===== config.mk =====
export PLATFORM = sky130hd
export DESIGN_NAME = cache_ctl_regs
export DESIGN_NICKNAME = d
export VERILOG_FILES = /design/src/rtl/ccr_pkg.sv /design/src/rtl/ccr_decode.sv /design/src/rtl/ccr_datapath.sv /design/src/rtl/cache_ctl_regs.sv
export SDC_FILE = /design/constraint.sdc
export NUM_CORES = 1
export LEC_CHECK = 0
export BUFFER_PORTS_ARGS = -buffer_cell sky130_fd_sc_hd__buf_2
export CELL_PAD_IN_SITES_DETAIL_PLACEMENT = 2
export CELL_PAD_IN_SITES_GLOBAL_PLACEMENT = 2
export CORE_MARGIN = 2
export CORE_UTILIZATION = 30
export CTS_CLUSTER_DIAMETER = 50
export CTS_CLUSTER_SIZE = 14
export DETAILED_ROUTE_END_ITERATION = 12
export GPL_ROUTABILITY_DRIVEN = 0
export GPL_TIMING_DRIVEN = 0
export PLACE_DENSITY_LB_ADDON = 0.1
export REMOVE_ABC_BUFFERS = 1
export SYNTH_ARGS = -nofsm -noshare
export SYNTH_HDL_FRONTEND = slang
export SYNTH_SLANG_ARGS = --single-unit
export TNS_END_PERCENT = 50

===== constraint.sdc =====
create_clock -name clk -period 2.1 [get_ports clk]
set_clock_uncertainty 0.15 [all_clocks]
set_input_delay 0.105 -clock clk [delete_from_list [all_inputs] [get_ports clk]]
set_output_delay 0.105 -clock clk [all_outputs]
set_load 0.02 [all_outputs]

===== src/rtl/ccr_pkg.sv =====
package ccr_pkg;

  // Access size encoding on the register bus.
  localparam logic [1:0] SIZE_WORD = 2'b10;

  // Per-cache state encodings.
  localparam logic [1:0] ST_OFF    = 2'b00;
  localparam logic [1:0] ST_FROZEN = 2'b01;
  localparam logic [1:0] ST_ON     = 2'b11;

  typedef enum logic [1:0] {
    SEL_NONE = 2'd0,
    SEL_CTRL = 2'd1,
    SEL_ICFG = 2'd2,
    SEL_DCFG = 2'd3
  } rdSel_e;

  // Strobes from the decoder to the datapath.
  typedef struct packed {
    logic   wrCtrl;
    logic   irqEv;
    rdSel_e rdSel;
  } ccrStrobe_t;

endpackage


===== src/rtl/ccr_decode.sv =====
module ccr_decode
  import ccr_pkg::*;
#(
  parameter int          ADDR_W   = 8,
  parameter logic [31:0] CTRL_OFF = 32'h00,
  parameter logic [31:0] ICFG_OFF = 32'h04,
  parameter logic [31:0] DCFG_OFF = 32'h08
) (
  input  logic              clk,
  input  logic              rstN,
  input  logic [ADDR_W-1:0] busAddr,
  input  logic [1:0]        busSize,
  input  logic              busWe,
  input  logic              irqTaken,
  output ccrStrobe_t        strb
);

  localparam logic [ADDR_W-1:0] A_CTRL = CTRL_OFF[ADDR_W-1:0];
  localparam logic [ADDR_W-1:0] A_ICFG = ICFG_OFF[ADDR_W-1:0];
  localparam logic [ADDR_W-1:0] A_DCFG = DCFG_OFF[ADDR_W-1:0];

  logic wordAcc;
  logic hitCtrl, hitIcfg, hitDcfg;

  assign wordAcc = (busSize == SIZE_WORD);
  assign hitCtrl = wordAcc && (busAddr == A_CTRL);
  assign hitIcfg = wordAcc && (busAddr == A_ICFG);
  assign hitDcfg = wordAcc && (busAddr == A_DCFG);

  always_comb begin
    strb.wrCtrl = busWe && hitCtrl;
    strb.irqEv  = irqTaken;
    if (hitCtrl)      strb.rdSel = SEL_CTRL;
    else if (hitIcfg) strb.rdSel = SEL_ICFG;
    else if (hitDcfg) strb.rdSel = SEL_DCFG;
    else              strb.rdSel = SEL_NONE;
  end

  // a narrow access selects nothing and writes nothing.
  a_r9_narrow_rejected: assert property (@(posedge clk) disable iff (!rstN)
    (busSize != SIZE_WORD) |-> (!strb.wrCtrl && strb.rdSel == SEL_NONE));

  // an unlisted offset selects nothing and writes nothing.
  a_r10_unmapped_rejected: assert property (@(posedge clk) disable iff (!rstN)
    (busAddr != A_CTRL && busAddr != A_ICFG && busAddr != A_DCFG)
      |-> (!strb.wrCtrl && strb.rdSel == SEL_NONE));

endmodule


===== src/rtl/ccr_datapath.sv =====
module ccr_datapath
  import ccr_pkg::*;
#(
  parameter int          NUM_CACHES = 2,
  parameter logic [31:0] WR_MASK    = 32'h0061_C000,
  parameter logic [31:0] ICFG_VAL   = 32'h1022_0000,
  parameter logic [31:0] DCFG_VAL   = 32'h1822_0000
) (
  input  logic        clk,
  input  logic        rstN,
  input  ccrStrobe_t  strb,
  input  logic [31:0] busWdata,
  output logic [31:0] busRdata
);

  // Freeze-enable bits follow directly above the state fields.
  localparam int FRZ_BASE = 2 * NUM_CACHES;

  logic [31:0]           ctrlQ, ctrlFrz, ctrlD, rdNext;
  logic [NUM_CACHES-1:0] frzHit;

  for (genvar g = 0; g < NUM_CACHES; g++) begin : g_frz
    assign frzHit[g] = strb.irqEv && ctrlQ[FRZ_BASE + g] &&
                       (ctrlQ[2*g +: 2] == ST_ON);
  end

  always_comb begin
    ctrlFrz = ctrlQ;
    for (int i = 0; i < NUM_CACHES; i++) begin
      if (frzHit[i]) ctrlFrz[2*i +: 2] = ST_FROZEN;
    end
    ctrlD = strb.wrCtrl ? (busWdata & ~WR_MASK) : ctrlFrz;
  end

  always_comb begin
    unique case (strb.rdSel)
      SEL_CTRL: rdNext = ctrlQ;
      SEL_ICFG: rdNext = ICFG_VAL;
      SEL_DCFG: rdNext = DCFG_VAL;
      default:  rdNext = '0;
    endcase
  end

  always_ff @(posedge clk) begin
    if (!rstN) begin
      ctrlQ    <= '0;
      busRdata <= '0;
    end else begin
      ctrlQ    <= ctrlD;
      busRdata <= rdNext;
    end
  end

  // command/status bits are never held.
  a_r3_cmd_bits_zero: assert property (@(posedge clk) disable iff (!rstN)
    (ctrlQ & WR_MASK) == '0);

  // running instruction cache with freeze enabled drops to frozen.
  a_r4_ifreeze: assert property (@(posedge clk) disable iff (!rstN)
    (strb.irqEv && !strb.wrCtrl && ctrlQ[FRZ_BASE] && ctrlQ[1:0] == ST_ON)
      |=> (ctrlQ[1:0] == ST_FROZEN));

  // running data cache with freeze enabled drops to frozen.
  a_r5_dfreeze: assert property (@(posedge clk) disable iff (!rstN)
    (strb.irqEv && !strb.wrCtrl && ctrlQ[FRZ_BASE+1] && ctrlQ[3:2] == ST_ON)
      |=> (ctrlQ[3:2] == ST_FROZEN));

  // no write and no interrupt keeps the control word.
  a_r6_hold: assert property (@(posedge clk) disable iff (!rstN)
    (!strb.wrCtrl && !strb.irqEv) |=> $stable(ctrlQ));

  // a write beats a same-cycle freeze.
  a_r7_write_wins: assert property (@(posedge clk) disable iff (!rstN)
    (strb.wrCtrl && strb.irqEv) |=> (ctrlQ[3:0] == $past(busWdata[3:0])));

  // configuration constants appear one cycle after selection.
  a_r8_icfg_value: assert property (@(posedge clk) disable iff (!rstN)
    (strb.rdSel == SEL_ICFG) |=> (busRdata == ICFG_VAL));

  a_r8_dcfg_value: assert property (@(posedge clk) disable iff (!rstN)
    (strb.rdSel == SEL_DCFG) |=> (busRdata == DCFG_VAL));

  // rejected accesses read zero.
  a_r10_zero_read: assert property (@(posedge clk) disable iff (!rstN)
    (strb.rdSel == SEL_NONE) |=> (busRdata == '0));

endmodule


===== src/rtl/cache_ctl_regs.sv =====
module cache_ctl_regs
  import ccr_pkg::*;
#(
  parameter int ADDR_W = 8
) (
  input  logic              clk,
  input  logic              rstN,
  input  logic [ADDR_W-1:0] busAddr,
  input  logic [1:0]        busSize,
  input  logic              busWe,
  input  logic [31:0]       busWdata,
  output logic [31:0]       busRdata,
  input  logic              irqTaken
);

  ccrStrobe_t strb;

  ccr_decode #(
    .ADDR_W (ADDR_W)
  ) u_decode (
    .clk      (clk),
    .rstN     (rstN),
    .busAddr  (busAddr),
    .busSize  (busSize),
    .busWe    (busWe),
    .irqTaken (irqTaken),
    .strb     (strb)
  );

  ccr_datapath #(
    .NUM_CACHES (2)
  ) u_datapath (
    .clk      (clk),
    .rstN     (rstN),
    .strb     (strb),
    .busWdata (busWdata),
    .busRdata (busRdata)
  );

endmodule


==> results_dict.tcl, run 1 <==
set metrics [dict create \
    antenna_found_initial 0 \
    grt_pass1_vias 1763 \
    regArea_um2 1100 \
    crit_path_end_kind "flip-flop" \
    fin_crit_sh 0.943 \
    synth_area_um2 1990 \
    root_buffer "clkbuf_8" \
    area_delta_synth_final_pct 40.1 \
    initial_core_util 0.312 \
    wl_met3_um 193 \
    tightest_slew_ns 0.982 \
    crit_arrival_ns 2.08 \
    wl_met2_mm 2.59 \
    drt_iter0_markers 49 \
    fin_cells 370 \
    ys_seq_area_frac 0.552 \
    grt_max_degree 57 \
    maxCapViolCount 0 \
    synth_area_leader_cell "dfxtp_1" \
    cts_tree "done" \
    die_h_um 85.5 \
    status "finished, final reports clean" \
    grt_overflow 0 \
    p_leak_nw 1.22 \
    ys_types 20 \
    fin_crit_ns 1.98 \
    io_pins 78 \
    drc_errors 0 \
    synth-edff-count 0 \
    synth_top_cell_area_share 0.552 \
    clock_sink_count 55 \
    worstSetupStartpoint "busAddr[0]" \
    powerDensity_nw_per_um2 685 \
    rows 29 \
    die_w_um 85.5 \
    clk_pin_slew_ns 0.10 \
    highest-signal-layer "met4" \
    port-buffer-count 68 \
    fillers 706 \
    slew_headroom 0.346 \
    track_usage 0.140 \
    setup_tns_ns 0 \
    cts_buffer_depth 2 \
    wl_per_cell_um 13.2 \
    cts_made_buffers 5 \
    postCtsSetupBuffers 0 \
    yosys-top-cells-count "55 x dfxtp_1, 53 x nand2_1, 27 x mux2i_1, 23 x and2_1" \
    dieArea_um2 7310 \
    netlist_instances 194 \
    hold_path_class "primary input to flip-flop" \
    vias_per_cell 4.43 \
    cp.required_ns 2.20 \
    synth_ff_type "dfxtp_1" \
    yosys-top-cells-area "dfxtp_1 55%, mux2i_1 14%, nand2_1 10%" \
    synth_seq_cells 55 \
    routed_wl_mm 4.90 \
    wl_met1_mm 2.07 \
    h-tree-depth 2 \
    fin_nets 338 \
    holdCritStartpoint "busAddr[5]" \
    setup_viol 0 \
    cp-start-kind "primary input" \
    drtAntennaViolNets 0 \
    via_count 1638 \
    clk_latency_ns 0.30 \
    dp_hpwl_mm 2.98 \
    reg2reg_from "u_datapath.ctrlQ[27]$_SDFFE_PN0N_" \
    hold_viol 0 \
    multi_input_area_um2 786 \
    yosysWarnings 0 \
    max_freq_mhz 505 \
    slew_violations 0 \
    ir_drop_uv 306 \
    post-place-cells 327 \
    async_flop_share 0 \
    dr.pass1.iters 4 \
    cp_max_fo 4 \
    rsz0062_at_grt "false" \
    n_antenna_cell 0 \
    fp.coreArea_um2 6390 \
    syn_area_per_cell_um2 10.3 \
    worst-setup-path-type "primary input to flip-flop" \
    yosysMostFrequentCell "dfxtp_1" \
    grt_pass1_wl_mm 8.12 \
    drive_above_1_share 0.283 \
]
critical path: stages:
cell and delay [ns]:
dlygate4sd3_1 0.55, buf_2 0.14, nor4b_4 0.32, nand3_2 0.18, nor3_1 0.22, dlygate4sd3_1 0.56
sequential cells by signal, indices dropped and copies added (netlist names):
| name | cells |
|---|---|
| u_datapath.busRdata | 28 |
| u_datapath.ctrlQ | 27 |
through the flow:
step                      worst slack, ns  hold WS [ns]  area [um2]  total power, mW  utilization
after floorplan                     0.737        0.0343        1880             1.09            -
after global placement             0.0492         0.204        2320             1.16        0.363
after detailed placement           0.0706         0.214        2320             1.16        0.363
after CTS                           0.171        0.0380        2790             1.94        0.436
after global routing               0.0417       0.00424        2790             2.01        0.437
final                               0.120       0.00680        2790             1.91        0.437
cell usage in the layout (no fill, tap or decap):
cell           netlist  routed
a211oi_1             2       2
a31o_2               1       1
and2_1              23      23
and4_2               1       1
and4_4               1       1
buf_2                0      68
bufinv_16            0       1
clkbuf_8             0       6
clkinv_2             0       1
conb_1               1       4
dfxtp_1             55      55
dlygate4sd3_1        0      35
mux2i_1             27      27
nand2_1             53      53
nand3_1              4       3
nand3_2              0       1
nor2_1               6       6
nor3_1               1       1
nor4_4               1       1
nor4b_4              1       1
or2_2                1       1
xnor2_1              1       1
report_power, final:
| group | internal, mW | switching, mW |
|---|---|---|
| clock | 0.387 | 0.345 |
| combinational | 0.0782 | 0.0600 |
| sequential | 1.04 | 0.000116 |
metal layers:
metal  GRT usage  up-vias
li1            -      806
met1       0.158      787
met2       0.262       41
met3      0.0327        4
met4      0.0361        0
met5           0        -
cell type report:
class / instances / share of cell area
flip-flops and latches: 55 / 0.394
multi-input cells: 127 / 0.281
repair buffers: 103 / 0.247
well taps: 77 / 0.0345
clock buffers: 6 / 0.0296
clock inverters: 2 / 0.0126
path summary, 6_finish.rpt:
path | end | slack (ns) | depth (start not counted)
min | u_datapath.busRdata[28]$_SDFF_PN0_ | 0.007 | 4
min reg2reg | u_datapath.busRdata[3]$_SDFF_PN0_ | 0.29 | 2
max | u_datapath.busRdata[27]$_SDFF_PN0_ | 0.12 | 6
max reg2reg | u_datapath.busRdata[27]$_SDFF_PN0_ | 0.82 | 3
cell families (layout without fill, tap and decap cells):
group                     after synthesis  count (layout)  share of synthesized area
buffers and inverters                  15             111                     0.0615
DFF                                    55              55                      0.552
and+or+nand+nor                        92              92                      0.232
xor gates and xnor gates                1               1                    0.00440
other                                   1               4                    0.00188
AOI/OAI and AO/OA                       3               3                     0.0119
muxes                                  27              27                      0.136
timing repair:
action,4_1_cts,5_1_grt
endpoints found under the setup margin,0,1
resized for setup,0,1
endpoints found under the hold margin,32,0
hold buffers,35,0
Power figures use the tool's default switching activity.
==> run 2: changes to the inputs <==
- CORE_UTILIZATION: 30 -> 28
- clock period: 2.1 -> 2.2 ns (I/O delays scaled with it)
==> run 2 against run 1 <==
Setup slack better by 0.024 ns. Power down 13%. Cell count up 4.9%. First-iteration DRC count decreased by 43%. Sequential power fell by 4%. Highest routed layer unchanged. Global-route usage decreased by 0.71 points. Via count fell by 1.3%. Cell area is 0.67% lower. Wire length fell by 1.1%. Combinational power decreased by 6%. Utilization is 3.1 points lower. Critical path depth did not move.
==> results_dict.tcl, run 2 (same netlist as run 1, synthesis figures left out) <==
set metrics [dict create \
    drt_iter0_markers 28 \
    fin_crit_ns 2.06 \
    grt_pass1_vias 1759 \
    final_common_cell "buf_2" \
    largest_reg_flops 28 \
    setup_viol 0 \
    grt_max_degree 57 \
    dr.pass1.iters 2 \
    reg_top3 "u_datapath.busRdata: 28 flops, u_datapath.ctrlQ: 27 flops" \
    cts_buffer_depth 2 \
    fin_crit_sh 0.935 \
    ir_drop_uv 289 \
    cp-start-kind "primary input" \
    cts_tree "done" \
    wl_per_cell_um 12.5 \
    crit_path_end_kind "flip-flop" \
    p_leak_nw 1.20 \
    antenna_found_initial 0 \
    cts_made_buffers 5 \
    root_buffer "clkbuf_8" \
    area_delta_synth_final_pct 39.1 \
    port-buffer-count 68 \
    p_clk_frac 0.322 \
    hold_path_class "primary input to flip-flop" \
    multi_input_area_um2 786 \
    powerDensity_nw_per_um2 598 \
    dieArea_um2 7810 \
    grt_overflow 0 \
    tightest_slew_ns 0.971 \
    track_usage 0.133 \
    dp_hpwl_mm 3.05 \
    vias_per_cell 4.17 \
    maxCapViolCount 0 \
    final_cell_mix "68 x buf_2, 55 x dfxtp_1, 53 x nand2_1, 34 x dlygate4sd3_1, 27 x mux2i_1" \
    clk_latency_ns 0.30 \
    clock_sink_count 55 \
    slew_headroom 0.353 \
    drive_above_1_share 0.281 \
    slew_violations 0 \
    regArea_um2 1100 \
    fin_nets 337 \
    drtAntennaViolNets 0 \
    status "finished, final reports clean" \
    power_switching_mw 0.367 \
    drc_errors 0 \
    die_h_um 88.4 \
    n_antenna_cell 0 \
    via_count 1617 \
    p_comb_frac 0.078 \
    io_pins 78 \
    rows 30 \
    power.internal_mw 1.29 \
    grt_pass1_wl_mm 8.09 \
    setup_tns_ns 0 \
    worst-setup-path-type "primary input to flip-flop" \
    p_total_mw 1.66 \
    routed_wl_mm 4.85 \
    cp_max_fo 4 \
    clk_pin_slew_ns 0.09 \
    pwr-share-seq 0.600 \
    rsz0062_at_grt "false" \
    switching_share 0.221 \
    initial_core_util 0.292 \
    hold_viol 0 \
    fillers 771 \
    postCtsSetupBuffers 0 \
    max_freq_mhz 486 \
    regMostFlops "u_datapath.busRdata" \
    die_w_um 88.4 \
    cp.required_ns 2.29 \
    fp.coreArea_um2 6830 \
    crit_arrival_ns 2.15 \
    h-tree-depth 2 \
]
## run 2: cell count changes in the layout (fill, tap and decap cells not counted), sizes merged
cell / before / now
bufinv: 1 / 0
clkinvlp: 0 / 1
dlygate4sd3: 35 / 34
## run 2: what timing repair did
action	in CTS	in global routing
hold endpoints to repair	32	0
setup endpoints to repair	0	1
hold buffers	34	0
gates resized for setup	0	1
## run 2: layout make-up
cell class | instances | area share
clock buffers | 6 | 0.0262
multi-input cells | 127 | 0.283
well taps | 96 | 0.0433
repair buffers | 102 | 0.245
flip-flops and latches | 55 | 0.397
clock inverters | 2 | 0.00451
## run 2: stage by stage
step | cell area [um2] | util | hold WS (ns) | setup slack, ns | cells
after floorplan | 1880 | - | 0.0393 | 0.832 | 182
after global placement | 2340 | 0.343 | 0.214 | 0.112 | 346
after detailed placement | 2340 | 0.343 | 0.216 | 0.124 | 346
after CTS | 2770 | 0.405 | 0.0152 | 0.175 | 388
after global routing | 2770 | 0.406 | 0.0439 | 0.0246 | 388
final | 2770 | 0.406 | 0.0149 | 0.144 | 388
## run 2: final timing paths
| check | from | end | slack, ns | cells past startpoint |
|---|---|---|---|---|
| min reg2reg | u_datapath.ctrlQ[23]$_SDFFE_PN0N_ | u_datapath.ctrlQ[23]$_SDFFE_PN0N_ | 0.31 | 2 |
| max reg2reg | u_datapath.ctrlQ[27]$_SDFFE_PN0N_ | u_datapath.busRdata[27]$_SDFF_PN0_ | 0.89 | 3 |
| max | busSize[0] | u_datapath.busRdata[27]$_SDFF_PN0_ | 0.14 | 6 |
| min | irqTaken | u_datapath.ctrlQ[3]$_SDFFE_PN0P_ | 0.01 | 3 |
## run 2: critical path, cell delays in order
cell and delay [ns]:
dlygate4sd3_1 0.54, buf_2 0.13, nor4b_4 0.34, nand3_1 0.23, nor3_2 0.24, dlygate4sd3_1 0.56
## run 2: power groups by stage
stage | logic [mW] | registers (mW) | clock network [mW]
after floorplan | 0.0256 | 1.02 | 0
after global placement | 0.0853 | 1.02 | 0
after detailed placement | 0.0862 | 1.02 | 0
after CTS | 0.130 | 0.995 | 0.573
after global routing | 0.145 | 0.996 | 0.618
final | 0.130 | 0.995 | 0.534
## run 2: per-layer routing
layer | wire length [um] | track usage | vias to the layer above
met5 | 0 | 0 | -
met4 | 50 | 0.0413 | 0
met3 | 201 | 0.0261 | 5
met2 | 2520 | 0.242 | 39
met1 | 2070 | 0.156 | 770
li1 | - | - | 803
